<file path="src/rtl/phy_train_pkg.sv">
package phy_train_pkg;

  localparam int CTRL_W   = 32;
  localparam int N_STEPS  = 4;
  localparam int CODE_W   = 3;
  localparam int RANK_W   = 3;

  // control word bit positions (software decodes these)
  localparam int B_TRAIN  = 0;
  localparam int B_MANUAL = 1;
  localparam int F_NXT_LO = 2;
  localparam int F_RNK_LO = 5;
  localparam int B_STOP   = 8;
  localparam int B_IGNRX  = 9;
  localparam int B_FIFO   = 10;
  localparam int B_SK_RCV = 11;
  localparam int B_SK_RDQ = 12;
  localparam int B_SK_WLV = 13;
  localparam int B_SK_WDQ = 14;
  localparam int B_ZQ     = 15;
  localparam int B_RCOMP  = 16;
  localparam int B_CKE    = 17;
  localparam int USED_W   = 18;

  typedef enum logic [CODE_W-1:0] {
    ST_IDLE  = 3'd0,
    ST_RDDQ  = 3'd1,
    ST_RCVEN = 3'd2,
    ST_WRLVL = 3'd3,
    ST_WRDQ  = 3'd4
  } step_e;

  // skip[i] applies to step code i+1
  typedef struct packed {
    logic                cke;
    logic [N_STEPS-1:0]  skip;
    logic                ign_rx;
    logic                stop;
    logic [RANK_W-1:0]   rank;
    logic [CODE_W-1:0]   nxt;
    logic                manual;
  } ctrl_t;

  function automatic logic [CODE_W-1:0] next_step(input logic [CODE_W-1:0] from,
                                                   input logic [N_STEPS-1:0] skip);
    logic [CODE_W-1:0] r;
    r = '0;
    for (int i = N_STEPS; i >= 1; i--) begin
      if ((CODE_W'(i) > from) && !skip[i-1]) r = CODE_W'(i);
    end
    return r;
  endfunction

  function automatic logic step_ok(input logic [CODE_W-1:0] code,
                                   input logic [N_STEPS-1:0] skip);
    logic r;
    r = 1'b0;
    for (int i = 1; i <= N_STEPS; i++) begin
      if (code == CODE_W'(i)) r = !skip[i-1];
    end
    return r;
  endfunction

endpackage

</file>
<file path="src/rtl/ptr_ctrl_regs.sv">
module ptr_ctrl_regs
  import phy_train_pkg::*;
(
  input  logic                    clk,
  input  logic                    rst,
  input  logic                    we,
  input  logic [USED_W-1:0]       wdata,
  output ctrl_t                   ctrl,
  output logic                    train_p,
  output logic                    step_p,
  output logic                    cal_rcomp,
  output logic                    cal_zqcl,
  output logic [RANK_W-1:0]       cal_rank,
  output logic                    fifo_rst,
  output logic [CTRL_W-1:0]       rdata
);

  always_ff @(posedge clk) begin
    if (rst) begin
      ctrl      <= '0;
      train_p   <= 1'b0;
      step_p    <= 1'b0;
      cal_rcomp <= 1'b0;
      cal_zqcl  <= 1'b0;
      cal_rank  <= '0;
      fifo_rst  <= 1'b0;
    end else begin
      train_p   <= we & wdata[B_TRAIN] & ~wdata[B_MANUAL];
      step_p    <= we & wdata[B_MANUAL];
      cal_rcomp <= we & wdata[B_RCOMP];
      cal_zqcl  <= we & wdata[B_ZQ];
      fifo_rst  <= we & wdata[B_FIFO];
      if (we) begin
        cal_rank     <= wdata[F_RNK_LO +: RANK_W];
        ctrl.cke     <= wdata[B_CKE];
        ctrl.skip    <= {wdata[B_SK_WDQ], wdata[B_SK_WLV], wdata[B_SK_RCV], wdata[B_SK_RDQ]};
        ctrl.ign_rx  <= wdata[B_IGNRX];
        ctrl.stop    <= wdata[B_STOP];
        ctrl.rank    <= wdata[F_RNK_LO +: RANK_W];
        ctrl.nxt     <= wdata[F_NXT_LO +: CODE_W];
        ctrl.manual  <= wdata[B_MANUAL];
      end
    end
  end

  always_comb begin
    rdata                       = '0;
    rdata[B_CKE]                = ctrl.cke;
    rdata[B_SK_WDQ]             = ctrl.skip[3];
    rdata[B_SK_WLV]             = ctrl.skip[2];
    rdata[B_SK_RCV]             = ctrl.skip[1];
    rdata[B_SK_RDQ]             = ctrl.skip[0];
    rdata[B_IGNRX]              = ctrl.ign_rx;
    rdata[B_STOP]               = ctrl.stop;
    rdata[F_RNK_LO +: RANK_W]   = ctrl.rank;
    rdata[F_NXT_LO +: CODE_W]   = ctrl.nxt;
    rdata[B_MANUAL]             = ctrl.manual;
  end

endmodule

</file>
<file path="src/rtl/ptr_step_timer.sv">
module ptr_step_timer #(
  parameter int TMO_CYC = 256
) (
  input  logic clk,
  input  logic rst,
  input  logic load,
  output logic expired
);

  localparam int CNT_W = (TMO_CYC > 2) ? $clog2(TMO_CYC) : 1;
  localparam logic [CNT_W-1:0] LAST = CNT_W'(TMO_CYC - 1);

  logic [CNT_W-1:0] cnt;

  always_ff @(posedge clk) begin
    if (rst)               cnt <= '0;
    else if (load)         cnt <= '0;
    else if (cnt != LAST)  cnt <= cnt + 1'b1;
  end

  assign expired = (cnt == LAST);

endmodule

</file>
<file path="src/rtl/ptr_seq_fsm.sv">
module ptr_seq_fsm
  import phy_train_pkg::*;
(
  input  logic                 clk,
  input  logic                 rst,
  input  ctrl_t                ctrl,
  input  logic                 train_p,
  input  logic                 step_p,
  input  logic [N_STEPS-1:0]   step_done,
  input  logic                 expired,
  input  logic                 auto_rst_dis,
  output logic                 launch,
  output logic [N_STEPS-1:0]   step_start,
  output logic [CODE_W-1:0]    cur_state,
  output logic                 busy,
  output logic                 failed,
  output logic [RANK_W-1:0]    train_rank
);

  logic [CODE_W-1:0] target;
  logic              hit, tout, halt, end_step, accept, man_ok, manual_run;

  always_comb begin
    hit = 1'b0;
    for (int i = 0; i < N_STEPS; i++) begin
      if (cur_state == CODE_W'(i + 1)) hit = step_done[i];
    end
    tout     = busy & ~hit & expired;
    halt     = tout & ctrl.stop & ~auto_rst_dis;
    end_step = busy & (hit | tout);
    man_ok   = step_ok(ctrl.nxt, ctrl.skip);
    accept   = ~busy & (train_p | (step_p & man_ok));
    if (busy)
      target = (manual_run | halt) ? ST_IDLE : next_step(cur_state, ctrl.skip);
    else if (train_p)
      target = next_step(ST_IDLE, ctrl.skip);
    else
      target = ctrl.nxt;
    launch = (end_step | accept) & (target != ST_IDLE);
  end

  always_ff @(posedge clk) begin
    if (rst) begin
      cur_state  <= ST_IDLE;
      busy       <= 1'b0;
      failed     <= 1'b0;
      manual_run <= 1'b0;
      train_rank <= '0;
      step_start <= '0;
    end else begin
      step_start <= '0;
      if (end_step) begin
        if (tout) failed <= 1'b1;
        cur_state <= target;
        busy      <= (target != ST_IDLE);
      end else if (accept) begin
        failed     <= 1'b0;
        train_rank <= ctrl.rank;
        manual_run <= step_p;
        cur_state  <= target;
        busy       <= (target != ST_IDLE);
      end
      if (launch) step_start <= N_STEPS'(1) << (target - 3'd1);
    end
  end

endmodule

</file>
<file path="src/rtl/phy_train_seq.sv">
module phy_train_seq
  import phy_train_pkg::*;
#(
  parameter int NUM_CKE = 4,
  parameter int TMO_CYC = 256
) (
  input  logic               clk,
  input  logic               rst,
  input  logic               cfg_we,
  input  logic [31:0]        cfg_wdata,
  output logic [31:0]        cfg_rdata,
  input  logic               init_done,
  input  logic               auto_rst_dis,
  output logic [3:0]         step_start,
  input  logic [3:0]         step_done,
  output logic               busy,
  output logic               failed,
  output logic [2:0]         cur_state,
  output logic [2:0]         train_rank,
  output logic               cal_rcomp,
  output logic               cal_zqcl,
  output logic [2:0]         cal_rank,
  output logic               fifo_rst,
  output logic [NUM_CKE-1:0] cke_out,
  input  logic               rx_vld_in,
  output logic               rx_vld_out
);

  ctrl_t ctrl;
  logic  train_p, step_p, launch, expired;
  logic  unused_hi;

  assign unused_hi = ^cfg_wdata[CTRL_W-1:USED_W];

  ptr_ctrl_regs u_regs (
    .clk       (clk),
    .rst       (rst),
    .we        (cfg_we),
    .wdata     (cfg_wdata[USED_W-1:0]),
    .ctrl      (ctrl),
    .train_p   (train_p),
    .step_p    (step_p),
    .cal_rcomp (cal_rcomp),
    .cal_zqcl  (cal_zqcl),
    .cal_rank  (cal_rank),
    .fifo_rst  (fifo_rst),
    .rdata     (cfg_rdata)
  );

  ptr_step_timer #(.TMO_CYC(TMO_CYC)) u_tmr (
    .clk     (clk),
    .rst     (rst),
    .load    (launch),
    .expired (expired)
  );

  ptr_seq_fsm u_fsm (
    .clk          (clk),
    .rst          (rst),
    .ctrl         (ctrl),
    .train_p      (train_p),
    .step_p       (step_p),
    .step_done    (step_done),
    .expired      (expired),
    .auto_rst_dis (auto_rst_dis),
    .launch       (launch),
    .step_start   (step_start),
    .cur_state    (cur_state),
    .busy         (busy),
    .failed       (failed),
    .train_rank   (train_rank)
  );

  always_ff @(posedge clk) begin
    if (rst) begin
      cke_out    <= '0;
      rx_vld_out <= 1'b0;
    end else begin
      cke_out    <= {NUM_CKE{ctrl.cke & ~init_done}};
      rx_vld_out <= rx_vld_in & ~ctrl.ign_rx;
    end
  end

endmodule

</file>
<file path="config.mk">
export PLATFORM = sky130hd
export DESIGN_NAME = phy_train_seq
export DESIGN_NICKNAME = d
export VERILOG_FILES = /design/src/rtl/phy_train_pkg.sv /design/src/rtl/ptr_ctrl_regs.sv /design/src/rtl/ptr_step_timer.sv /design/src/rtl/ptr_seq_fsm.sv /design/src/rtl/phy_train_seq.sv
export SDC_FILE = /design/constraint.sdc
export NUM_CORES = 1
export LEC_CHECK = 0
export BUFFER_PORTS_ARGS = -buffer_cell sky130_fd_sc_hd__buf_2
export CAP_MARGIN = 5
export CORE_UTILIZATION = 30
export CTS_CLUSTER_DIAMETER = 150
export CTS_CLUSTER_SIZE = 14
export DETAILED_ROUTE_END_ITERATION = 10
export GPL_ROUTABILITY_DRIVEN = 0
export HOLD_SLACK_MARGIN = 0.08
export MAX_ROUTING_LAYER = met4
export PLACE_DENSITY = 0.62
export SETUP_SLACK_MARGIN = 0.15
export SKIP_CTS_REPAIR_TIMING = 1
export SYNTH_ARGS = -nofsm -noshare
export SYNTH_HDL_FRONTEND = slang
export SYNTH_SLANG_ARGS = --single-unit
</file>
<file path="constraint.sdc">
create_clock -name clk -period 2.6 [get_ports clk]
set_clock_uncertainty 0.1 [all_clocks]
set_input_delay 0.52 -clock clk [delete_from_list [all_inputs] [get_ports clk]]
set_output_delay 0.52 -clock clk [all_outputs]
set_load 0.01 [all_outputs]
</file>
### Yosys cells after proc, flatten, opt, wreduce, memory -nomap -nowiden

Index checks and enable logic that the tools add are counted.

* register bits after elaboration: 42
* word-level logic and storage cells: 107
* input port bits: 42

* shifts and indexed selects: 1
* order comparisons: 4
* reductions and logical operators: 14
* bitwise logic cells: 28
* add/subtract/negate cells: 2
* muxes and demuxes: 26
* eq/ne operators: 11

Operators by type and width (number)
* $mux 3: 13
* $and 1x1->1: 16
* $mux 1: 13
* $eq 3x2->1 const B: 4
* $add 8x1->8 const B: 1
* $eq 8x8->1 const B: 1
* $ne 8x8->1 const B: 1
* $not 1->1: 8
* $eq 3x1->1 const B: 2
* $eq 3x3->1 const B: 2
* $gt 2x3->1 const A: 2
* $logic_and 1x1->1: 4
* $logic_not 1->1: 4
* $or 1x1->1: 4
* $reduce_and 2->1: 2
* $reduce_or 2->1: 2
* $shl 1x3->4 const A: 1
* $gt 1x3->1 const A: 1
* $gt 3x3->1 const A: 1
* $reduce_bool 3->1: 1
* $sub 3x1->3 const B: 1
* $ne 2x1->1 const B: 1
* $reduce_bool 2->1: 1

### Logic depth before layout (Yosys ltp)

Gate-level depths: netlist of the first run.

* depth after elaboration: 17
* gate-level depth with buffers: 10
* depth with buffers taken out: 9

### By module

From an unflattened synthesis of the first run, not the netlist that was laid out.

* cells, all modules: 233
* area, all modules: 2217.1 um^2

Modules (own cells, without submodules)
* ptr_ctrl_regs: area an instance 923.4 um^2, instances 1, cells each 92
* ptr_seq_fsm: area an instance 817.0 um^2, instances 1, cells each 88
* ptr_step_timer: area an instance 389.1 um^2, instances 1, cells each 46
* phy_train_seq: area an instance 87.6 um^2, instances 1, cells each 7

### Worst setup path before layout of the first run

OpenSTA, ideal clock, no wires.

* path kind: flip-flop to flip-flop
* start: reg u_tmr.cnt[0]
* end: reg u_fsm.step_start[1]
* data arrival time: 2.280 ns
* buffers on the path: 1
* slack: 0.160 ns
* data required time: 2.439 ns
* period minus slack after synthesis: 2.440 ns
* setup time: 0.061 ns
* cell stages (with the launch flop): 11
* cell sequence: dfxtp_1 > ha_1 > and3_2 > nand3_4 > a2111oi_4 > o32a_1 > ha_1 > ha_1 > a221oi_4 > buf_6 > and4_1

* word-level cells in the longest chain between the ends: 11
* elaborated cells on any way between the ends: 16
* those cells by class: 1 x add/sub; 1 x eq/ne; 1 x shift; 2 x mux; 9 x bitwise; 2 x reduce/logical

RTL lines
* start: declaration: RTL line ptr_step_timer.sv:13 `logic [CNT_W-1:0] cnt;`
* start signal: assignment: RTL line ptr_step_timer.sv:18 `else if (cnt != LAST) cnt <= cnt + 1'b1;`
* $eq 8x8->1 (*): RTL line ptr_step_timer.sv:21 `assign expired = (cnt == LAST);`
* $and 1x1->1 (*): RTL line ptr_seq_fsm.sv:28 `tout = busy & ~hit & expired;`
* branches (longest 9 deep; another with $sub 3x1->3)
* end signal: assignment: RTL line ptr_seq_fsm.sv:63 `if (launch) step_start <= N_STEPS'(1) << (target - 3'd1);`
* end: declaration: RTL line ptr_seq_fsm.sv:13 `output logic [N_STEPS-1:0] step_start,`

Every way passes the cells marked *.
A chain may end at the register's enable or synchronous reset.

### Worst setup path after layout of the first run

* start: reg u_tmr.cnt[0]
* end: reg u_fsm.step_start[3]

The elaborated chain is that of the path after synthesis.

==> results.txt, run 1 <==
Fraction of layout cells with a size suffix above 1 -> 36.7%
Final setup margin -> 0.245 ns
Peak Freq -> 425 MHz
Crit path depth -> 9
XOR/XNOR Fraction of Synth Area -> 0.837%
Reg-to-reg setup timing slack -> 0.25 ns
Area share of the largest cell type after synthesis -> 40.2%
Max-slew violation count -> 0
Row count -> 30
Worst r2r src -> u_tmr.cnt[0]
Critical path startpoint -> u_tmr.cnt[0]
Post-synth EDFFs -> 0
Final hold viol count -> 0
Initial antenna violation count -> 0
Synth-to-Final Area Change -> 27.9%
Synth Area in Compound Gates -> 13.6%
Die Y -> 85.5 um
# nets final -> 338
Share of flip-flops with an asynchronous set or reset -> 0%
Die X-Extent -> 85.5 um
Crit-path max FO -> 4
IO Port Bufs -> 64
Yosys warnings -> 0
RSZ-0062 raised after global routing -> false
DR WL/cell -> 12.0 um
Setup crit end -> u_fsm.step_start[3]
Slew headroom -> 53.5%
CP startpoint kind -> flip-flop
CP endpoint kind -> flip-flop
Critical-path cell list -> ha_4 -> and3_4 -> nand3_4 -> a2111oi_4 -> o32a_1 -> ha_2 -> ha_4 -> nor2b_1 -> and4b_1
Syn Inst Count -> 222
Simple-gate area share of the yosys netlist -> 21.1%
Worst r2r path cells -> 9
Number of buffers created by CTS -> 5
Slowest CP cell -> dfxtp_2
Vias in the first global route -> 1,600
I/O pins -> 97
Kind of critical path -> flip-flop to flip-flop
Mux contribution to synthesized area -> 10.0%
CTS clk-pin slew, worst paths -> 0.08 ns
Clock root cell -> clkbuf_8
Drt total wl -> 4480 um
Antenna-violating nets left -> 0
Most frequent CP cell -> ha_4
Leakage -> 0.00120 uW
Max Cap Viol -> 0
Distinct cells, synth -> 49
Final core utilization -> 39.6%
Die area -> 7310 um^2
Pre-CTS setup slack -> -0.0189 ns
Clock latency on the worst-skew pair -> 0.29 ns
Synth Flop Type -> dfxtp_1
Clk buf depth -> 2
Slowest stage delay, CP -> 0.36 ns
Mapped Area -> 2090 um^2
Worst Max-Slew Pin Slew -> 0.698 ns
Hpwl dp -> 3330 um
Min-Delay Path Class -> input pin to flip-flop
Required time worst endpoint -> 2.70 ns
Syn Area/Cell -> 9.42 um^2
Drt first pass iters -> 4
CP arrival -> 2.45 ns
Min cycle time layout -> 2.35 ns
Synth Area in Adders -> 1.79%
Largest family of logic cells by synthesized area -> simple AND/OR/NAND/NOR gates
Most common library cells after synthesis -> dfxtp_1 (42), nor2_1 (25), buf_4 (24)
Worst vdd ir -> 326 uV
Ant diodes -> 0
Tot GR Track Use -> 12.8%
Initial Util -> 31.0%
# setup viols final -> 0
Vias -> 1,779
DRC viols -> 0
PwrDens -> 599 nW/um^2
Core Region -> 6760 um^2
Seq/Total Area, Yosys -> 40.2%
DRT iter0 DRCs -> 43
Global-route wire length before repair -> 7310 um
Crit share post-route -> 90.6%
Largest net degree at the start of global routing -> 37
DR vias/cell -> 4.76
Most common cell in the netlist -> dfxtp_1
Yosys reg bits -> 42
Largest area contributor in the netlist -> dfxtp_1
CTS tree -> done
Critical path buffer and inverter count -> 0
Synth area leaders -> dfxtp_1 (40%), mux2i_1 (10%), buf_4 (8.6%)
CTS sink count -> 42
Reg-to-Reg End -> u_fsm.step_start[3]
Outcome -> complete, no violations
Grt ovf -> 0
H-tree Lvls -> 2
CP top delay family -> simple AND/OR/NAND/NOR gates
-- power by group --
group          internal, uW  switching [uW]
Sequential              673            28.9
Clock                   410             222
Combinational           130             140
-- flip-flops by register name (all words and copies together), names as in the netlist --
signal,count
u_regs.cal_rcomp,1
u_fsm.failed,1
u_regs.ctrl,14
rx_vld_out,1
u_tmr.cnt,8
u_fsm.cur_state,3
u_regs.step_p,1
u_regs.fifo_rst,1
u_fsm.manual_run,1
u_fsm.busy,1
cke_out,1
u_fsm.train_rank,3
u_regs.cal_zqcl,1
u_regs.train_p,1
u_fsm.step_start,4
-- worst min-delay path by stage --
stage / start / endpoint / slack (ns) / cells past startpoint
after floorplan: u_fsm.manual_run / u_fsm.manual_run / 0.36 / 2
after global placement: u_regs.ctrl[8] / rx_vld_out / 0.35 / 1
after detailed placement: u_regs.ctrl[8] / rx_vld_out / 0.34 / 1
after CTS: init_done / cke_out[0] / 0.27 / 2
after global routing: init_done / cke_out[0] / 0.28 / 2
final: init_done / cke_out[0] / 0.28 / 2
-- cells in the final DEF, fill, tap and decap left out, types with 2 or more instances in the layout --
cell type / netlist / final
buf_2: 1 / 64
dfxtp_1: 42 / 38
nor2_1: 25 / 25
mux2i_1: 21 / 20
conb_1: 1 / 18
buf_4: 24 / 15
nand3_1: 14 / 14
nand2_1: 9 / 9
inv_1: 7 / 7
nor3_1: 6 / 6
clkbuf_8: 0 / 6
o21ai_0: 5 / 5
a21oi_1: 4 / 4
o211ai_1: 4 / 4
nor2b_1: 4 / 4
and2_1: 4 / 4
a21o_1: 3 / 3
dfxtp_2: 0 / 3
o32a_1: 2 / 2
a221o_1: 2 / 2
nand4_1: 2 / 2
and4b_1: 2 / 2
nor3b_1: 2 / 2
ha_4: 0 / 2
bufinv_16: 0 / 2
-- worst reg2reg max path: cells and delay by family (launching register included) --
family,cells,cell delay (ns)
AO/OA/AOI/OAI,2,0.60
adder cells (fa/ha/maj),3,0.54
AND/OR/NAND/NOR,4,0.67
flip-flops,1,0.36
-- final cells by class --
| type | count | area, um^2 |
|---|---|---|
| Multi-Input combinational cell | 157 | 1110 |
| Fill cell | 681 | 4080 |
| Clock inverter | 2 | 60.1 |
| Clock buffer | 6 | 82.6 |
| Sequential cell | 42 | 848 |
| Timing Repair Buffer | 80 | 444 |
| Tap cell | 80 | 100 |
| Inverter | 7 | 26.3 |
-- cells by family (layout without fill, tap and decap cells) --
kind of cell | after synthesis | after routing
AOI/OAI and AO/OA | 31 | 31
adders and majority gates | 3 | 3
buffers and inverters | 40 | 95
and+or+nand+nor | 82 | 82
other | 1 | 18
muxes | 21 | 21
xor gates and xnor gates | 2 | 2
DFF | 42 | 42
-- per-stage QoR --
stage | total power, uW | setup TNS [ns] | instances | hold WS, ns | cell area [um^2]
5_1_grt | 1690 | 0 | 374 | 0.280 | 2680
3_3_place_gp | 958 | -0.00405 | 364 | 0.347 | 2450
6_report | 1600 | 0 | 374 | 0.279 | 2680
4_1_cts | 1600 | 0 | 372 | 0.269 | 2590
2_1_floorplan | 894 | 0 | 239 | 0.361 | 2160
3_5_place_dp | 963 | -0.0357 | 364 | 0.337 | 2450
-- routing by layer --
layer  global-route usage [%]  vias to the layer above  routed length (um)
li1                         -                      883                   -
met1                     15.5                      838                2020
met2                     20.1                       56                2180
met3                     4.14                        2                 253
met4                     4.39                        0                  27
met5                        -                        -                   0
Power figures use the tool's default switching activity.
==> run 2, diff against run 1 <==
--- a/config.mk
+++ b/config.mk
@@ -9,12 +9,10 @@
 export CAP_MARGIN = 5
 export CORE_UTILIZATION = 30
 export CTS_CLUSTER_DIAMETER = 150
-export CTS_CLUSTER_SIZE = 14
 export DETAILED_ROUTE_END_ITERATION = 10
 export GPL_ROUTABILITY_DRIVEN = 0
 export HOLD_SLACK_MARGIN = 0.08
 export MAX_ROUTING_LAYER = met4
-export PLACE_DENSITY = 0.62
 export SETUP_SLACK_MARGIN = 0.15
 export SKIP_CTS_REPAIR_TIMING = 1
 export SYNTH_ARGS = -nofsm -noshare
==> constraint.sdc (replaced) <==
create_clock -name clk -period 2.6 [get_ports clk]
set_clock_uncertainty 0.1 [all_clocks]
set_input_delay 0.26 -clock clk [delete_from_list [all_inputs] [get_ports clk]]
set_output_delay 0.26 -clock clk [all_outputs]
set_load 0.01 [all_outputs]
==> run 2 against run 1 <==
Routed wire length is 1.1% higher. Critical path depth stayed put. Sequential share of layout area is 0.17 points lower. Via count is 0.90% lower. Worst hold slack worse by 0.18 ns. Cell count is 0.27% higher. First-iteration DRC count is 35% higher.
==> results.txt, run 2 (synthesized netlist as in run 1, its figures left out) <==
Outcome -> complete, no violations (unchanged)
RSZ-0062 raised after global routing -> false (unchanged)
Biggest register -> u_regs.ctrl (unchanged)
PwrDens -> 590 nW/um^2 (was 599 nW/um^2)
Max-slew violation count -> 0 (unchanged)
CP endpoint kind -> flip-flop (unchanged)
Regs by FF count -> u_regs.ctrl (14), u_tmr.cnt (8), u_fsm.step_start (4) (unchanged)
Final hold viol count -> 0 (unchanged)
Initial Util -> 31.0% (unchanged)
Clk buf depth -> 2 (unchanged)
Area of the multi-input gates -> 1120 um^2 (was 1110 um^2)
Commonest non-fill, non-tap cells in the layout -> buf_2 (64), dfxtp_1 (39), nor2_1 (25) (was buf_2 (64), dfxtp_1 (38), nor2_1 (25))
Die Y -> 85.5 um (unchanged)
Clock latency on the worst-skew pair -> 0.30 ns (was 0.29 ns)
DRC viols -> 0 (unchanged)
Die area -> 7310 um^2 (unchanged)
Synth-to-Final Area Change -> 29.2% (was 27.9%)
Most common cell after layout, fill and taps aside -> buf_2 (unchanged)
Placed Cells -> 362 (was 364)
Initial antenna violation count -> 0 (unchanged)
Worst Max-Slew Pin Slew -> 0.665 ns (was 0.698 ns)
Min cycle time layout -> 2.35 ns (about the same)
Crit-path max FO -> 8 (was 4)
Routed wl met3 -> 232 um (was 253 um)
Number of buffers created by CTS -> 5 (unchanged)
# fillers -> 679 (was 681)
Worst vdd ir -> 285 uV (was 326 uV)
Critical-path cell list -> mux2i_1 -> o21ai_2 -> a2111oi_4 -> o32a_1 -> ha_2 -> ha_4 -> a221oi_4 -> buf_6 -> nor4_2 (was ha_4 -> and3_4 -> nand3_4 -> a2111oi_4 -> o32a_1 -> ha_2 -> ha_4 -> nor2b_1 -> and4b_1)
Number of flip-flops in the largest register -> 14 (unchanged)
CP startpoint kind -> flip-flop (unchanged)
DRT iter0 DRCs -> 58 (was 43)
CP arrival -> 2.46 ns (was 2.45 ns)
WL met1 -> 2140 um (was 2020 um)
Tot GR Track Use -> 12.7% (was 12.8%)
# setup viols final -> 0 (unchanged)
Routed wl met2 -> 2090 um (was 2180 um)
Hpwl dp -> 3300 um (was 3330 um)
Antenna-violating nets left -> 0 (unchanged)
Die X-Extent -> 85.5 um (unchanged)
DR vias/cell -> 4.70 (was 4.76)
Grt ovf -> 0 (unchanged)
Vias -> 1,763 (was 1,779)
DR WL/cell -> 12.1 um (was 12.0 um)
CTS sink count -> 42 (unchanged)
Global-route wire length before repair -> 7100 um (was 7310 um)
Max Cap Viol -> 0 (unchanged)
Drt total wl -> 4530 um (was 4480 um)
Final Total Pwr -> 1600 uW (about the same)
Slowest stage delay, CP -> 0.40 ns (was 0.36 ns)
Kind of critical path -> flip-flop to flip-flop (unchanged)
IO Port Bufs -> 64 (unchanged)
Drt first pass iters -> 4 (unchanged)
DP Area -> 2440 um^2 (was 2450 um^2)
Leakage -> 0.00119 uW (was 0.00120 uW)
Ant diodes -> 0 (unchanged)
Crit share post-route -> 90.2% (was 90.6%)
Slew headroom -> 55.6% (was 53.5%)
# nets final -> 339 (was 338)
Slowest CP cell -> a2111oi_4 (was dfxtp_2)
Highest metal used -> met4 (unchanged)
H-tree Lvls -> 2 (unchanged)
CTS clk-pin slew, worst paths -> 0.08 ns (about the same)
I/O pins -> 97 (unchanged)
Core Region -> 6760 um^2 (unchanged)
Row count -> 30 (unchanged)
Vias in the first global route -> 1,518 (was 1,600)
CTS tree -> done (unchanged)
Final Cell Area -> 2700 um^2 (was 2680 um^2)
Sum Neg Setup Slack -> 0 ns (unchanged)
Required time worst endpoint -> 2.71 ns (was 2.70 ns)
Fraction of layout cells with a size suffix above 1 -> 34.9% (was 36.7%)
Reg area -> 852 um^2 (was 848 um^2)
Clock root cell -> clkbuf_8 (unchanged)
Peak Freq -> 426 MHz (was 425 MHz)
Largest net degree at the start of global routing -> 25 (was 37)
Final Non-Filler Cells -> 375 (was 374)
Min-Delay Path Class -> input pin to flip-flop (unchanged)
[run 2: final cells by class]
class	instances	share of cell area, %
multi-input combinational	157	41.4
sequential	42	31.5
timing repair buffer	81	17.1
tap	80	3.70
clock buffer	6	3.06
clock inverter	2	2.22
inverter	7	0.972
[run 2: stage by stage]
step | hold slack (ns) | setup WS (ns) | util, %
CTS | 0.0103 | 0.0300 | 38.2
floorplan | 0.236 | 0.160 | -
global placement | 0.324 | 0.0830 | 36.1
detailed placement | 0.328 | 0.0537 | 36.1
finish | 0.0950 | 0.255 | 40.0
global route | 0.0817 | 0.115 | 40.0
[run 2: power by group]
part           internal, uW  switching, uW  total, uW  leakage [uW]
logic                   124            137        261      0.000776
registers               674           31.7        705      0.000345
clock network           409            219        629     0.0000714
[run 2: routing by layer]
metal	global-route usage, %	up-vias
li1	-	885
met1	15.8	809
met2	19.4	64
met3	3.18	5
met4	6.21	0
met5	-	-
[run 2: path summary, 6_finish.rpt]
kind / endpoint / startpoint / cells past startpoint / slack (ns)
worst max-delay path: u_tmr.cnt[4] / u_fsm.cur_state[1] / 9 / 0.25
worst min-delay path: u_regs.train_p / cfg_wdata[0] / 2 / 0.1
worst max register to register: u_tmr.cnt[4] / u_fsm.cur_state[1] / 9 / 0.25
worst min register to register: rx_vld_out / u_regs.ctrl[8] / 1 / 0.35
[run 2: worst max-delay path, delay by kind of cell, from the launching register on]
kind / cells / cell delay [ns]
mux: 1 / 0.23
fa+ha+maj: 2 / 0.37
compound gates: 4 / 0.79
simple gates: 1 / 0.22
buf+inv: 1 / 0.17
flops: 1 / 0.38
==> run 3, diff against run 2 <==
--- a/config.mk
+++ b/config.mk
@@ -7,12 +7,13 @@
 export LEC_CHECK = 0
 export BUFFER_PORTS_ARGS = -buffer_cell sky130_fd_sc_hd__buf_2
 export CAP_MARGIN = 5
-export CORE_UTILIZATION = 30
+export CORE_UTILIZATION = 42
 export CTS_CLUSTER_DIAMETER = 150
 export DETAILED_ROUTE_END_ITERATION = 10
 export GPL_ROUTABILITY_DRIVEN = 0
 export HOLD_SLACK_MARGIN = 0.08
 export MAX_ROUTING_LAYER = met4
+export PLACE_DENSITY = 0.76
 export SETUP_SLACK_MARGIN = 0.15
 export SKIP_CTS_REPAIR_TIMING = 1
 export SYNTH_ARGS = -nofsm -noshare
==> run 3 against run 2 <==
Global-route usage increased by 4.1 points. Cell count decreased by 4.8%. Critical path depth unchanged. Largest cell class unchanged. Count of clock-buffer cells in the layout grew 1.
==> results.txt, run 3 (synthesized netlist as in run 1, its figures left out) <==
Drt total wl -> 4320 um (was 4530 um)
DRT iter0 DRCs -> 141 (was 58)
DR WL/cell -> 12.1 um (about the same)
Ant diodes -> 0 (unchanged)
Required time worst endpoint -> 2.70 ns (was 2.71 ns)
Global-route wire length before repair -> 6580 um (was 7100 um)
Vias -> 1,766 (was 1,763)
Fraction of layout cells with a size suffix above 1 -> 34.5% (was 34.9%)
Peak Freq -> 426 MHz (about the same)
Vias in the first global route -> 1,483 (was 1,518)
CTS sink count -> 42 (unchanged)
WHS Endpoint -> u_regs.step_p (was u_regs.train_p)
Leakage -> 0.00115 uW (was 0.00119 uW)
# setup viols final -> 0 (unchanged)
Clock root cell -> clkbuf_8 (unchanged)
Tot GR Track Use -> 16.8% (was 12.7%)
PwrDens -> 523 nW/um^2 (was 590 nW/um^2)
CP startpoint kind -> flip-flop (unchanged)
Kind of critical path -> flip-flop to flip-flop (unchanged)
Reg area -> 851 um^2 (was 852 um^2)
Hold Crit Depth -> 2 (unchanged)
Reg-to-reg setup timing slack -> 0.26 ns (was 0.25 ns)
Sum Neg Setup Slack -> 0 ns (unchanged)
Number of buffers created by CTS -> 5 (unchanged)
Final Cell Area -> 2610 um^2 (was 2700 um^2)
RSZ-0062 raised after global routing -> false (unchanged)
Commonest non-fill, non-tap cells in the layout -> buf_2 (64), dfxtp_1 (38), nor2_1 (25) (was buf_2 (64), dfxtp_1 (39), nor2_1 (25))
Regs by FF count -> u_regs.ctrl (14), u_tmr.cnt (8), u_fsm.step_start (4) (unchanged)
Initial antenna violation count -> 0 (unchanged)
Core Region -> 4750 um^2 (was 6760 um^2)
Grt ovf -> 0 (unchanged)
Drt first pass iters -> 4 (unchanged)
Final hold viol count -> 0 (unchanged)
Area of the multi-input gates -> 1140 um^2 (was 1120 um^2)
# nets final -> 335 (was 339)
Routed wl met3 -> 264 um (was 232 um)
Worst r2r path cells -> 9 (unchanged)
Clock latency on the worst-skew pair -> 0.29 ns (was 0.30 ns)
Hold_ws -> 0.100 ns (was 0.0950 ns)
Slew headroom -> 53.1% (was 55.6%)
# fillers -> 472 (was 679)
Min-Delay Path Class -> input pin to flip-flop (unchanged)
IO Port Bufs -> 64 (unchanged)
Max-slew violation count -> 0 (unchanged)
CP endpoint kind -> flip-flop (unchanged)
Min cycle time layout -> 2.34 ns (was 2.35 ns)
Outcome -> complete, no violations (unchanged)
Antenna-violating nets left -> 0 (unchanged)
Die area -> 5270 um^2 (was 7310 um^2)
Hold_sp -> cfg_wdata[1] (was cfg_wdata[0])
Initial Util -> 44.0% (was 31.0%)
Critical path startpoint -> u_fsm.cur_state[1] (unchanged)
Die X-Extent -> 72.6 um (was 85.5 um)
CTS tree -> done (unchanged)
Routed wl met2 -> 2060 um (was 2090 um)
Worst r2r src -> u_fsm.cur_state[1] (unchanged)
Biggest register -> u_regs.ctrl (unchanged)
Largest net degree at the start of global routing -> 37 (was 25)
WL met1 -> 1940 um (was 2140 um)
DP Area -> 2380 um^2 (was 2440 um^2)
Worst Max-Slew Pin Slew -> 0.704 ns (was 0.665 ns)
Highest metal used -> met4 (unchanged)
Number of flip-flops in the largest register -> 14 (unchanged)
Most common cell after layout, fill and taps aside -> buf_2 (unchanged)
H-tree Lvls -> 2 (unchanged)
DR vias/cell -> 4.95 (was 4.70)
CP arrival -> 2.45 ns (was 2.46 ns)
I/O pins -> 97 (unchanged)
DRC viols -> 0 (unchanged)
Crit-path max FO -> 6 (was 8)
Clk buf depth -> 2 (unchanged)
Max Cap Viol -> 0 (unchanged)
Die Y -> 72.6 um (was 85.5 um)
Crit share post-route -> 90.2% (about the same)
Reg-to-Reg End -> u_tmr.cnt[6] (was u_tmr.cnt[4])
Row count -> 25 (was 30)
Worst vdd ir -> 357 uV (was 285 uV)
Hpwl dp -> 3050 um (was 3300 um)
CTS clk-pin slew, worst paths -> 0.08 ns (about the same)
Synth-to-Final Area Change -> 24.8% (was 29.2%)
## run 3: cell types whose count changed in the layout (fill, tap and decap cells not counted), moves of 2 or more
cell	before	now
bufinv_16	2	0
buf_4	12	7
clkbuf_1	0	2
dfxtp_2	0	2
## run 3: final cells by class
type,instances,area share [%]
inverter,7,1.01
timing repair buffer,77,16.7
multi-input combinational,157,43.6
sequential,42,32.6
tap,67,3.21
clock buffer,7,2.92
## run 3: critical path, stage by stage, from the launching register on
cell	delay (ns)
dfxtp_4	0.39
mux2i_2	0.24
o21ai_2	0.11
a2111oi_4	0.39
o32a_1	0.23
ha_2	0.20
ha_4	0.15
a221oi_4	0.05
buf_6	0.16
nor4_2	0.23
## run 3: worst max path at each step
stage                          end  depth (start not counted)
6_report              u_tmr.cnt[6]                          9
3_5_place_dp          u_tmr.cnt[6]                         10
3_3_place_gp   u_fsm.step_start[2]                          9
5_1_grt               u_tmr.cnt[4]                         10
2_1_floorplan  u_fsm.step_start[1]                         10
4_1_cts               u_tmr.cnt[6]                         10
## run 3: metrics by stage
stage / util [%] / setup WS, ns / total power, uW / std cells
floorplan: - / 0.160 / 894 / 239
global placement: 50.1 / 0.0328 / 940 / 344
detailed placement: 50.1 / 0.00133 / 947 / 344
CTS: 51.7 / -0.0168 / 1340 / 351
global route: 54.9 / 0.146 / 1440 / 357
finish: 54.9 / 0.255 / 1370 / 357
## run 3: routing by layer
metal  up-vias  track usage [%]
li1        877                -
met1       816             19.5
met2        69             27.4
met3         4             4.28
met4         0             7.41
met5         -                -
## run 3: power by group
part / internal, uW / switching, uW
clock: 185 / 207
sequential: 674 / 34.4
combinational: 129 / 137
total: 988 / 378
